## src/rtl/smbr_pkg.sv

```systemverilog
// Package: shared types for the SMBus register slave.
// Assumes: one transfer engine per slave; encodings are internal only.
package smbr_pkg;
    typedef enum logic [2:0] {
        ST_IDLE  = 3'd0,   // no transfer in progress
        ST_ADDR  = 3'd1,   // shifting the address byte
        ST_CMD   = 3'd2,   // shifting the command byte
        ST_WDATA = 3'd3,   // master is writing count or data
        ST_TX    = 3'd4,   // slave is returning bytes
        ST_SKIP  = 3'd5    // not addressed or refused: wait for start/stop
    } smbr_state_e;

    localparam logic [7:0] BLOCK_CODE = 8'h00;
endpackage

```

## src/rtl/smbr_line_sync.sv

```systemverilog
// Module: smbr_line_sync
// Brings SCL/SDA into the clk domain and flags SCL edges plus start/stop.
// Assumes: bus lines change far slower than clk (several clk per SCL phase).
module smbr_line_sync #(
    parameter int STAGES = 2
) (
    input  logic clk,
    input  logic rst_n,
    input  logic scl_i,
    input  logic sda_i,
    output logic scl_o,
    output logic sda_o,
    output logic scl_rise_o,
    output logic scl_fall_o,
    output logic start_o,
    output logic stop_o
);
    logic [STAGES-1:0] scl_sy;
    logic [STAGES-1:0] sda_sy;
    logic              scl_q;
    logic              sda_q;

    // Synchronizer chains and one-cycle history; idle bus reads high.
    always_ff @(posedge clk) begin
        if (!rst_n) begin
            scl_sy <= '1;
            sda_sy <= '1;
            scl_q  <= 1'b1;
            sda_q  <= 1'b1;
        end else begin
            scl_sy <= {scl_sy[STAGES-2:0], scl_i};
            sda_sy <= {sda_sy[STAGES-2:0], sda_i};
            scl_q  <= scl_sy[STAGES-1];
            sda_q  <= sda_sy[STAGES-1];
        end
    end

    // Edge and condition decode on the synchronized lines.
    always_comb begin
        scl_o      = scl_sy[STAGES-1];
        sda_o      = sda_sy[STAGES-1];
        scl_rise_o = scl_o & ~scl_q;
        scl_fall_o = ~scl_o & scl_q;
        start_o    = scl_o & scl_q & sda_q & ~sda_o;
        stop_o     = scl_o & scl_q & ~sda_q & sda_o;
    end
endmodule

```

## src/rtl/smbr_regbank.sv

```systemverilog
// Module: smbr_regbank
// Holds the control registers; one register is a fixed read-only ID,
// another keeps a set of bits forced to one.
// Assumes: at most one write per cycle; ID_IDX and ONES_IDX < NUM_REGS.
module smbr_regbank #(
    parameter int         NUM_REGS  = 8,
    parameter int         IDX_W     = 7,
    parameter int         ID_IDX    = 6,
    parameter logic [7:0] ID_VALUE  = 8'h29,
    parameter int         ONES_IDX  = 7,
    parameter logic [7:0] ONES_MASK = 8'hC0
) (
    input  logic                  clk,
    input  logic                  rst_n,
    input  logic                  wr_en,
    input  logic [IDX_W-1:0]      wr_idx,
    input  logic [7:0]            wr_data,
    output logic [NUM_REGS*8-1:0] regs_o
);
    for (genvar g = 0; g < NUM_REGS; g++) begin : g_reg
        localparam logic [7:0] RST_VAL = (g == ID_IDX)   ? ID_VALUE :
                                         (g == ONES_IDX) ? ONES_MASK : 8'h00;
        localparam logic [7:0] FORCE   = (g == ONES_IDX) ? ONES_MASK : 8'h00;
        localparam bit         LOCKED  = (g == ID_IDX);
        logic [7:0] r;

        // Storage for one register; locked register ignores writes.
        always_ff @(posedge clk) begin
            if (!rst_n)
                r <= RST_VAL;
            else if (wr_en && wr_idx == IDX_W'(g) && !LOCKED)
                r <= wr_data | FORCE;
        end
        assign regs_o[g*8 +: 8] = r;

        if (LOCKED) begin : g_id_chk

            id_ro_chk: assert property (@(posedge clk) disable iff (!rst_n)
                (wr_en && wr_idx == IDX_W'(g)) |=> $stable(r));
        end
        if (FORCE != 8'h00) begin : g_ones_chk

            ones_hold_chk: assert property (@(posedge clk) disable iff (!rst_n)
                wr_en |=> ((r & FORCE) == FORCE));
        end
    end
endmodule

```

## src/rtl/smbr_slave.sv

```systemverilog
// Module: smbr_slave (top)
// SMBus slave giving byte and block access to a control register bank.
// Assumes: SCL phases last several clk cycles; no clock stretching, no PEC.
module smbr_slave #(
    parameter logic [6:0] SLAVE_ADDR  = 7'h69,
    parameter int         NUM_REGS    = 8,
    parameter int         ID_IDX      = 6,
    parameter logic [7:0] ID_VALUE    = 8'h29,
    parameter int         ONES_IDX    = 7,
    parameter logic [7:0] ONES_MASK   = 8'hC0,
    parameter int         SYNC_STAGES = 2
) (
    input  logic                  clk,
    input  logic                  rst_n,
    input  logic                  scl_i,
    input  logic                  sda_i,
    output logic                  sda_oe_o,
    output logic [NUM_REGS*8-1:0] regs_o
);
    import smbr_pkg::*;

    localparam int         PTR_W = 7;
    localparam int         ARR_W = (NUM_REGS > 1) ? $clog2(NUM_REGS) : 1;
    localparam logic [7:0] COUNT = 8'(NUM_REGS);
    localparam logic [6:0] LIMIT = 7'(NUM_REGS);

    logic scl_s, sda_s, scl_rise, scl_fall, start_c, stop_c;

    smbr_line_sync #(.STAGES(SYNC_STAGES)) u_sync (
        .clk(clk), .rst_n(rst_n), .scl_i(scl_i), .sda_i(sda_i),
        .scl_o(scl_s), .sda_o(sda_s), .scl_rise_o(scl_rise),
        .scl_fall_o(scl_fall), .start_o(start_c), .stop_o(stop_c)
    );

    smbr_state_e      state, pend;
    logic [3:0]       bitcnt;
    logic [7:0]       rx_sh, tx_byte, cnt_left;
    logic             ack_q, blk_q, need_cnt, cnt_phase;
    logic [PTR_W-1:0] ptr;
    logic             wr_en;
    logic [PTR_W-1:0] wr_idx;
    logic [7:0]       wr_data;
    logic [7:0]       rx_byte, rd_cur, rd_nxt;
    logic [2:0]       tx_sel;
    logic [7:0]       reg_arr [NUM_REGS];

    smbr_regbank #(
        .NUM_REGS(NUM_REGS), .IDX_W(PTR_W), .ID_IDX(ID_IDX),
        .ID_VALUE(ID_VALUE), .ONES_IDX(ONES_IDX), .ONES_MASK(ONES_MASK)
    ) u_bank (
        .clk(clk), .rst_n(rst_n), .wr_en(wr_en), .wr_idx(wr_idx),
        .wr_data(wr_data), .regs_o(regs_o)
    );

    for (genvar g = 0; g < NUM_REGS; g++) begin : g_view
        assign reg_arr[g] = regs_o[g*8 +: 8];
    end

    // Byte assembly, read data lookup and transmit bit selection.
    always_comb begin
        rx_byte = {rx_sh[6:0], sda_s};
        rd_cur  = (ptr < LIMIT) ? reg_arr[ptr[ARR_W-1:0]] : 8'hFF;
        rd_nxt  = ((ptr + 7'd1) < LIMIT) ? reg_arr[ARR_W'(ptr + 7'd1)] : 8'hFF;
        tx_sel  = 3'(4'd7 - bitcnt);
    end

    // Transfer engine: bit counting, byte decode, ack and SDA drive.
    always_ff @(posedge clk) begin
        if (!rst_n) begin
            state <= ST_IDLE;   pend <= ST_IDLE;
            bitcnt <= '0;       rx_sh <= '0;      tx_byte <= '0;
            cnt_left <= '0;     ack_q <= 1'b0;    blk_q <= 1'b0;
            need_cnt <= 1'b0;   cnt_phase <= 1'b0; ptr <= '0;
            wr_en <= 1'b0;      wr_idx <= '0;     wr_data <= '0;
            sda_oe_o <= 1'b0;
        end else begin
            wr_en <= 1'b0;
            if (stop_c) begin
                state <= ST_IDLE; bitcnt <= '0; ack_q <= 1'b0; sda_oe_o <= 1'b0;
            end else if (start_c) begin
                state <= ST_ADDR; bitcnt <= '0; ack_q <= 1'b0; sda_oe_o <= 1'b0;
            end else begin
                if (scl_rise && state != ST_IDLE && state != ST_SKIP) begin
                    if (bitcnt < 4'd8) begin
                        rx_sh  <= rx_byte;
                        bitcnt <= bitcnt + 4'd1;
                        if (bitcnt == 4'd7) begin
                            ack_q <= 1'b0;
                            pend  <= ST_SKIP;
                            case (state)
                                ST_ADDR: if (rx_byte[7:1] == SLAVE_ADDR) begin
                                    ack_q <= 1'b1;
                                    pend  <= rx_byte[0] ? ST_TX : ST_CMD;
                                end
                                ST_CMD: if (rx_byte[7]) begin
                                    blk_q <= 1'b0; ptr <= rx_byte[6:0];
                                    cnt_left <= 8'd1; need_cnt <= 1'b0;
                                    ack_q <= 1'b1; pend <= ST_WDATA;
                                end else if (rx_byte == BLOCK_CODE) begin
                                    blk_q <= 1'b1; ptr <= '0; need_cnt <= 1'b1;
                                    ack_q <= 1'b1; pend <= ST_WDATA;
                                end
                                ST_WDATA: if (need_cnt) begin
                                    cnt_left <= rx_byte; need_cnt <= 1'b0;
                                    ack_q <= 1'b1; pend <= ST_WDATA;
                                end else if (cnt_left != 8'd0 && ptr < LIMIT) begin
                                    wr_en <= 1'b1; wr_idx <= ptr; wr_data <= rx_byte;
                                    ptr <= ptr + 7'd1; cnt_left <= cnt_left - 8'd1;
                                    ack_q <= 1'b1; pend <= ST_WDATA;
                                end
                                default: pend <= state;
                            endcase
                        end
                    end else begin
                        bitcnt <= '0;
                        if (state == ST_TX) begin
                            if (sda_s) begin
                                state <= ST_SKIP;
                            end else if (cnt_phase) begin
                                cnt_phase <= 1'b0; tx_byte <= rd_cur;
                            end else begin
                                ptr <= ptr + 7'd1; tx_byte <= rd_nxt;
                            end
                        end else begin
                            state <= pend;
                            if (pend == ST_TX) begin
                                cnt_phase <= blk_q;
                                tx_byte   <= blk_q ? COUNT : rd_cur;
                            end
                        end
                    end
                end
                if (scl_fall) begin
                    if (bitcnt == 4'd8)
                        sda_oe_o <= (state != ST_TX) && ack_q;
                    else
                        sda_oe_o <= (state == ST_TX) && !tx_byte[tx_sel];
                end
            end
        end
    end


    no_drive_change_high_chk: assert property (@(posedge clk) disable iff (!rst_n)
        (scl_s && $past(scl_s)) |-> $stable(sda_oe_o));

    stop_to_idle_chk: assert property (@(posedge clk) disable iff (!rst_n)
        stop_c |=> (state == ST_IDLE && !sda_oe_o));

    quiet_when_unaddressed_chk: assert property (@(posedge clk) disable iff (!rst_n)
        (state == ST_IDLE || state == ST_SKIP) |-> !sda_oe_o);

    write_only_in_data_chk: assert property (@(posedge clk) disable iff (!rst_n)
        wr_en |-> (state == ST_WDATA && wr_idx < LIMIT));
endmodule

```

## config.mk

```make
export PLATFORM = sky130hd
export DESIGN_NAME = smbr_slave
export DESIGN_NICKNAME = d
export VERILOG_FILES = /design/src/rtl/smbr_pkg.sv /design/src/rtl/smbr_line_sync.sv /design/src/rtl/smbr_regbank.sv /design/src/rtl/smbr_slave.sv
export SDC_FILE = /design/constraint.sdc
export NUM_CORES = 1
export LEC_CHECK = 0
export ABC_AREA = 1
export BUFFER_PORTS_ARGS = -buffer_cell sky130_fd_sc_hd__buf_2
export CAP_MARGIN = 40
export CORE_MARGIN = 2
export CORE_UTILIZATION = 40
export DETAILED_ROUTE_END_ITERATION = 8
export PLACE_DENSITY_LB_ADDON = 0.1
export SETUP_SLACK_MARGIN = 0.2
export SYNTH_ARGS = -nofsm -noshare
export SYNTH_HDL_FRONTEND = slang
export SYNTH_SLANG_ARGS = --single-unit
```

## constraint.sdc

```tcl
create_clock -name clk -period 2.6 [get_ports clk]
set_input_delay 0.13 -clock clk [delete_from_list [all_inputs] [get_ports clk]]
set_output_delay 0.13 -clock clk [all_outputs]
set_load 0.01 [all_outputs]
```

=== After elaboration in Yosys (flattened, before gate mapping) ===
Index checks and enable logic that the tools add are counted.

* Bits in registers: 121
* Input bits: 4
* Output and inout port bits: 65
* Logic and storage cells: 179

* Add/subtract/negate cells: 4
* Order comparisons: 6
* Eq/ne operators: 30
* Muxes and demuxes: 55
* Bitwise operators: 21
* Reductions and logical operators: 36

{| class="wikitable"
|+ Operator list
! operator !! number
|-
| $mux 8 || 14
|-
| $mux 7 || 9
|-
| $bmux 8 s3 || 2
|-
| $mux 3 || 8
|-
| $eq 7x3->1 const B || 3
|-
| $ne 3x3->1 const B || 6
|-
| $pmux 8 s2 || 1
|-
| $reduce_and 8->1 || 2
|-
| $mux 1 || 15
|-
| $eq 7x2->1 const B || 2
|-
| $lt 7x4->1 const B || 2
|-
| $pmux 7 s2 || 1
|-
| $reduce_and 7->1 || 2
|-
| $logic_and 1x1->1 || 12
|-
| $not 1->1 || 12
|-
| $reduce_and 11->1 || 1
|-
| $reduce_bool 2->1 || 5
|-
| $pmux 3 s3 || 1
|-
| $reduce_and 3->1 || 3
|-
| $ge 4x4->1 const B || 2
|-
| $logic_not 8->1 || 1
|-
| $ne 2x2->1 const B || 4
|-
| $not 3->4 || 2
|-
| $reduce_bool 8->1 || 1
|-
| 31 further kinds || 41
|}

=== Longest topological paths before layout ===
* Depth in word-level cells: 9
* Depth in mapped cells: 12
* Gate-level depth less buffers: 12

=== Hierarchy ===
From an unflattened synthesis, not the netlist that was laid out.

* Cells, all modules: 1151
* Area total of the unflattened synthesis: 7084.3 um^2

{| class="wikitable"
|+ Modules (own cells, without submodules)
! module !! instances !! cells an instance !! area each (um^2) !! seq. area each (um^2)
|-
| smbr_slave || 1 || 792 || 4476.8 || 1221.2
|-
| smbr_regbank || 1 || 332 || 2408.6 || 1081.0
|-
| smbr_line_sync || 1 || 27 || 198.9 || 120.1
|}

=== Worst setup path before layout ===
OpenSTA, ideal clock, no wires.

* Path kind: reg-to-reg
* Start point: register ptr[1]
* End point: register tx_byte[0]
* Arrival: 1588 ps
* Required time: 2483 ps
* Path slack: 894 ps
* Stages on the path, launching flop included: 11
* Clock period less this slack: 1706 ps
* Cells stage by stage: dfxtp_1 -> ha_1 -> inv_1 -> buf_1 -> nand3_1 -> nand3_1 -> nand3_1 -> nor2_1 -> nor2_1 -> nor2_1 -> nor2_1

* Word-level cells in the longest chain between the ends: 9

{| class="wikitable"
|+ Ends and longest elaborated chain
! what !! line !! RTL
|-
| start, declared || smbr_slave.sv:39 || <nowiki>logic [PTR_W-1:0] ptr;</nowiki>
|-
| start signal, assigned || smbr_slave.sv:108 || <nowiki>ptr <= ptr + 7'd1; cnt_left <= cnt_left - 8'd1;</nowiki>
|-
| start signal, assigned || smbr_slave.sv:122 || <nowiki>ptr <= ptr + 7'd1; tx_byte <= rd_nxt;</nowiki>
|-
| $add 7x1->7 || smbr_slave.sv:63 || <nowiki>rd_nxt = ((ptr + 7'd1) < LIMIT) ? reg_arr[ARR_W'(ptr + 7'd1)] : 8'hFF;</nowiki>
|-
| $not 3->4 (implied by the code) || smbr_slave.sv:63 ||
|-
| $bmux 8 s3 || smbr_slave.sv:63 ||
|-
| $mux 8 (implied by the code) (2 in series) || smbr_slave.sv:63 ||
|-
| $mux 8 || smbr_slave.sv:63 ||
|-
| $mux 8 || smbr_slave.sv:119 || <nowiki>end else if (cnt_phase) begin</nowiki>
|-
| $mux 8 || smbr_slave.sv:117 || <nowiki>if (sda_s) begin</nowiki>
|-
| $mux 8 (*) || smbr_slave.sv:116 || <nowiki>if (state == ST_TX) begin</nowiki>
|-
| end signal, assigned || smbr_slave.sv:122 ||
|-
| end signal, assigned || smbr_slave.sv:128 || <nowiki>tx_byte <= blk_q ? COUNT : rd_cur;</nowiki>
|-
| end, declared || smbr_slave.sv:37 || <nowiki>logic [7:0] rx_sh, tx_byte, cnt_left;</nowiki>
|}

Mark *: on every way between the ends. The rest lies on a longest branch, timed or not. The select of a mux whose other input is x is not followed.
A chain may end at the register's enable or synchronous reset.

=== Worst setup path after layout ===
* Start point: register state[2]
* End point: register wr_data[5]

* Word-level cells in the longest chain between the ends: 4

{| class="wikitable"
|+ Ends and longest elaborated chain
! what !! line !! RTL
|-
| start, declared || smbr_slave.sv:35 || <nowiki>smbr_state_e state, pend;</nowiki>
|-
| start signal, assigned || smbr_slave.sv:125 || <nowiki>state <= pend;</nowiki>
|-
| $reduce_bool 3->1 || smbr_slave.sv:83 || <nowiki>if (scl_rise && state != ST_IDLE && state != ST_SKIP) begin</nowiki>
|-
| $logic_and 1x1->1 (2 in series) || smbr_slave.sv:83 ||
|-
| $reduce_and 8->1 (no source line) (*) || -- ||
|-
| end signal, assigned || smbr_slave.sv:74 || <nowiki>wr_en <= 1'b0; wr_idx <= '0; wr_data <= '0;</nowiki>
|-
| end signal, assigned || smbr_slave.sv:107 || <nowiki>wr_en <= 1'b1; wr_idx <= ptr; wr_data <= rx_byte;</nowiki>
|-
| end, declared || smbr_slave.sv:42 || <nowiki>logic [7:0] wr_data;</nowiki>
|}

Mark *: on every way between the ends. The rest lies on a longest branch, timed or not.

==> impl_results.md <==
* Status: completed
* Antenna violations before repair at 0
* Post-layout nets at 1,093
* Synthesis-stage register bit count at ~120
* Synth Area in Compound Gates at roughly 17%
* Post-layout minimum cycle time at 2.04 ns
* Final Hold Vio Count at 0
* Die area at 17,800 um^2
* Synth area leaders: dfxtp_1 36%, nand2_1 14%, nand3_1 6.9%, nor2_1 6.8%, a21oi_1 6.6%
* Total CTS buffers at 17
* Leakage at 3.77 nW
* Simple-gate portion of the synthesized area at between 30% and 40%
* Max-cap viol count at 0
* Most common cell after layout, fill and taps aside: nand2_1
* Post-synth cell types at 39
* Vias at around 6,700
* Die W at around 130 um
* Die Y at 133 um
* Req. time, crit path at 2.91 ns
* Final Core Density at a little under half
* Post-synthesis adder-cell area fraction at 0.560%
* Peak VDD IR at 0.411 mV
* Worst slew margin at between 40% and 50%
* XOR/XNOR share of the synthesized area at 0.131%
* RSZ-0062 raised after global routing: no
* Placed Area at roughly 7000 um^2
* Synth area leader: dfxtp_1
* Critical Path End: wr_data[5]$_SDFFE_PN0P_
* GRT Util Overall at 23.8%
* Clk network pwr share at 57.7%
* Root cell of the clock tree: clkbuf_16
* WL per Instance at 15.4 um
* Final period util at 78.6%
* Hold Crit Class: reg -> reg
* Largest net degree at the start of global routing at 83
* Final std cells w/o fill at approximately 1,300
* Initial Utilization at 40.7%
* R2R setup slack at 0.56 ns
* Skew-Pair Late Insertion Delay at 0.42 ns
* Worst Setup SP: state[2]$_SDFFE_PP0P_
* Largest family of logic cells by synthesized area: simple AND/OR/NAND/NOR gates
* H-tree levels at 4
* Sink Count at between 100 and 150
* Logic pwr share at around 1.6%
* Reg2reg start: state[2]$_SDFFE_PP0P_
* Peak Freq at roughly 490 MHz
* Placed cell count at 1,284
* Max Slew Vio Count at 0
* Synth top area share at 36.2%
* Cell Area, Synth at 6700 um^2
* Final instance area at 7770 um^2
* Post-synthesis sequential area ratio at 36.2%
* Congestion Overflow GR at 0
* Core ar. at approximately 16,000 um^2
* I/O Buffers at 58
* Layout cells sized above 1 at 13.2%
* CP max FO at 27
* Register share of total power at 40.7%
* Sw Pwr at 0.970 mW
* Hold_ws at 0.410 ns
* Tightest Pin Transition at slightly below 0.8 ns
* Io pins at 69
* GP Congestion at 0.858
* Post-CTS Setup Bufs at 0
* Critical path arrival at 2.35 ns
* Syn Area/Cell at 6.44 um^2
* Switching Share at 21.2%
* TritonCTS clock tree: built
* Drt drc at 0
* Most frequent cells in the layout: 258 x nand2_1, 121 x nor2_1, 120 x dfxtp_1
* Crit start category: register
* Fill count at 1,784
* Mapped Cells at about 1,000
* Vias per inst at just over 5
* Yosys warns at 0
* First-pass GRT wire length at 33,000 um
* Internal at 3.61 mW
* Dpl hpwl at 14,800 um
* N_diodes at 0
* Area Overhead vs Synth at 16.0%
* Setup violations, final at 0
* DR iter-0 viols at around 600
* Post-Route WL at approximately 20,000 um
* Reg2Reg Depth at 7
* Setup TNS at 0 ns
* Crit end category: register
* Row cnt at 47
* TritonRoute pass-1 iters at 5
* Vias in the first global route at 6,078
* Max Root-Sink Buffers at 2
* Max Clock Skew at 0.00934 ns
* DRT antenna net count at 0
* Hold Crit Depth at 1
* RR Endpoint: wr_data[5]$_SDFFE_PN0P_
* Clock Pin Slew Worst Setup and Hold Paths at 0.06 ns
* PD cells at 589 nW/um^2
* CP Class: reg -> reg
* Post-synthesis mux area share at 0%
timing repair:
| action | 4_1_cts | 5_1_grt |
|---|---|---|
| endpoints found under the hold margin | 5 | 0 |
| hold buffers | 3 | 0 |
| gates resized for setup | 0 | 0 |
cell type report:
class,instances,area (um^2),share of cell area (%)
clock buffers,18,439,5.65
well taps,220,275,3.54
inverters,121,454,5.84
clock inverters,14,218,2.80
repair buffers,75,425,5.47
flip-flops and latches,121,2420,31.2
multi-input cells,750,3540,45.5
Yosys cell counts (all sizes together):
cell / instances
a211oi: 15
a21oi: 89
a31oi: 5
buf: 36
clkbuf: 20
clkinv: 2
conb: 2
dfxtp: 121
ha: 3
inv: 119
nand2: 264
nand3: 98
nand3b: 1
nand4: 12
nor2: 130
nor3: 14
nor4: 1
o211ai: 3
o21a: 1
o21ai: 97
o21bai: 1
or2: 5
xor2: 1
worst max-delay path, stage by stage, from the launching register on:
cell	delay (ns)
dfxtp_1	0.59
inv_2	0.12
nand2_4	0.12
nand4_4	0.23
nor2_4	0.26
nand3b_4	0.30
nor2_1	0.22
nor2_1	0.07
registers in the layout, indices dropped and copies added, names as in the netlist:
register       flops
wr_en              1
u_sync.sda_q       1
u_sync.sda_sy      2
wr_idx             7
state              3
blk_q              1
pend               3
need_cnt           1
rx_sh              7
u_sync.scl_sy      2
ack_q              1
u_sync.scl_q       1
ptr                7
tx_byte            8
sda_oe_o           1
cnt_phase          1
wr_data            8
cnt_left           8
u_bank.g.r        54
bitcnt             4
worst min-delay path by stage:
stage / start / endpoint / slack (ns)
finish: u_sync.scl_sy[0]$_SDFF_PN1_ / u_sync.scl_sy[1]$_SDFF_PN1_ / 0.41
global route: scl_i / u_sync.scl_sy[0]$_SDFF_PN1_ / 0.42
CTS: u_sync.scl_sy[0]$_SDFF_PN1_ / u_sync.scl_sy[1]$_SDFF_PN1_ / 0.41
detailed placement: scl_i / u_sync.scl_sy[0]$_SDFF_PN1_ / 0.32
global placement: scl_i / u_sync.scl_sy[0]$_SDFF_PN1_ / 0.32
floorplan: scl_i / u_sync.scl_sy[0]$_SDFF_PN1_ / 0.24
cells by family after synthesis:
group / after synthesis
simple gates: 525
xor+xnor: 1
other cells: 2
fa+ha+maj: 3
compound gates: 211
buf+inv: 177
flops: 121
power by group through the flow:
stage / Combinational (mW) / Clock [mW] / Sequential, mW
after floorplan: 0.0634 / 0 / 1.90
after global placement: 0.0715 / 0 / 1.91
after detailed placement: 0.0711 / 0 / 1.91
after CTS: 0.0747 / 2.68 / 1.87
after global routing: 0.0842 / 2.77 / 1.86
final: 0.0743 / 2.64 / 1.87
metal layers:
layer	GRT usage (%)	share of wire [%]
met4	7.80	1.6
met3	3.96	5.9
met2	35.5	44
met1	34.9	48
met5	0	0
through the flow:
stage / setup WS (ns) / power (mW)
floorplan: 0.894 / 1.97
global placement: 0.544 / 1.98
detailed placement: 0.585 / 1.98
CTS: 0.564 / 4.62
global route: 0.307 / 4.72
finish: 0.556 / 4.58
(Power assumes the default switching activity.)
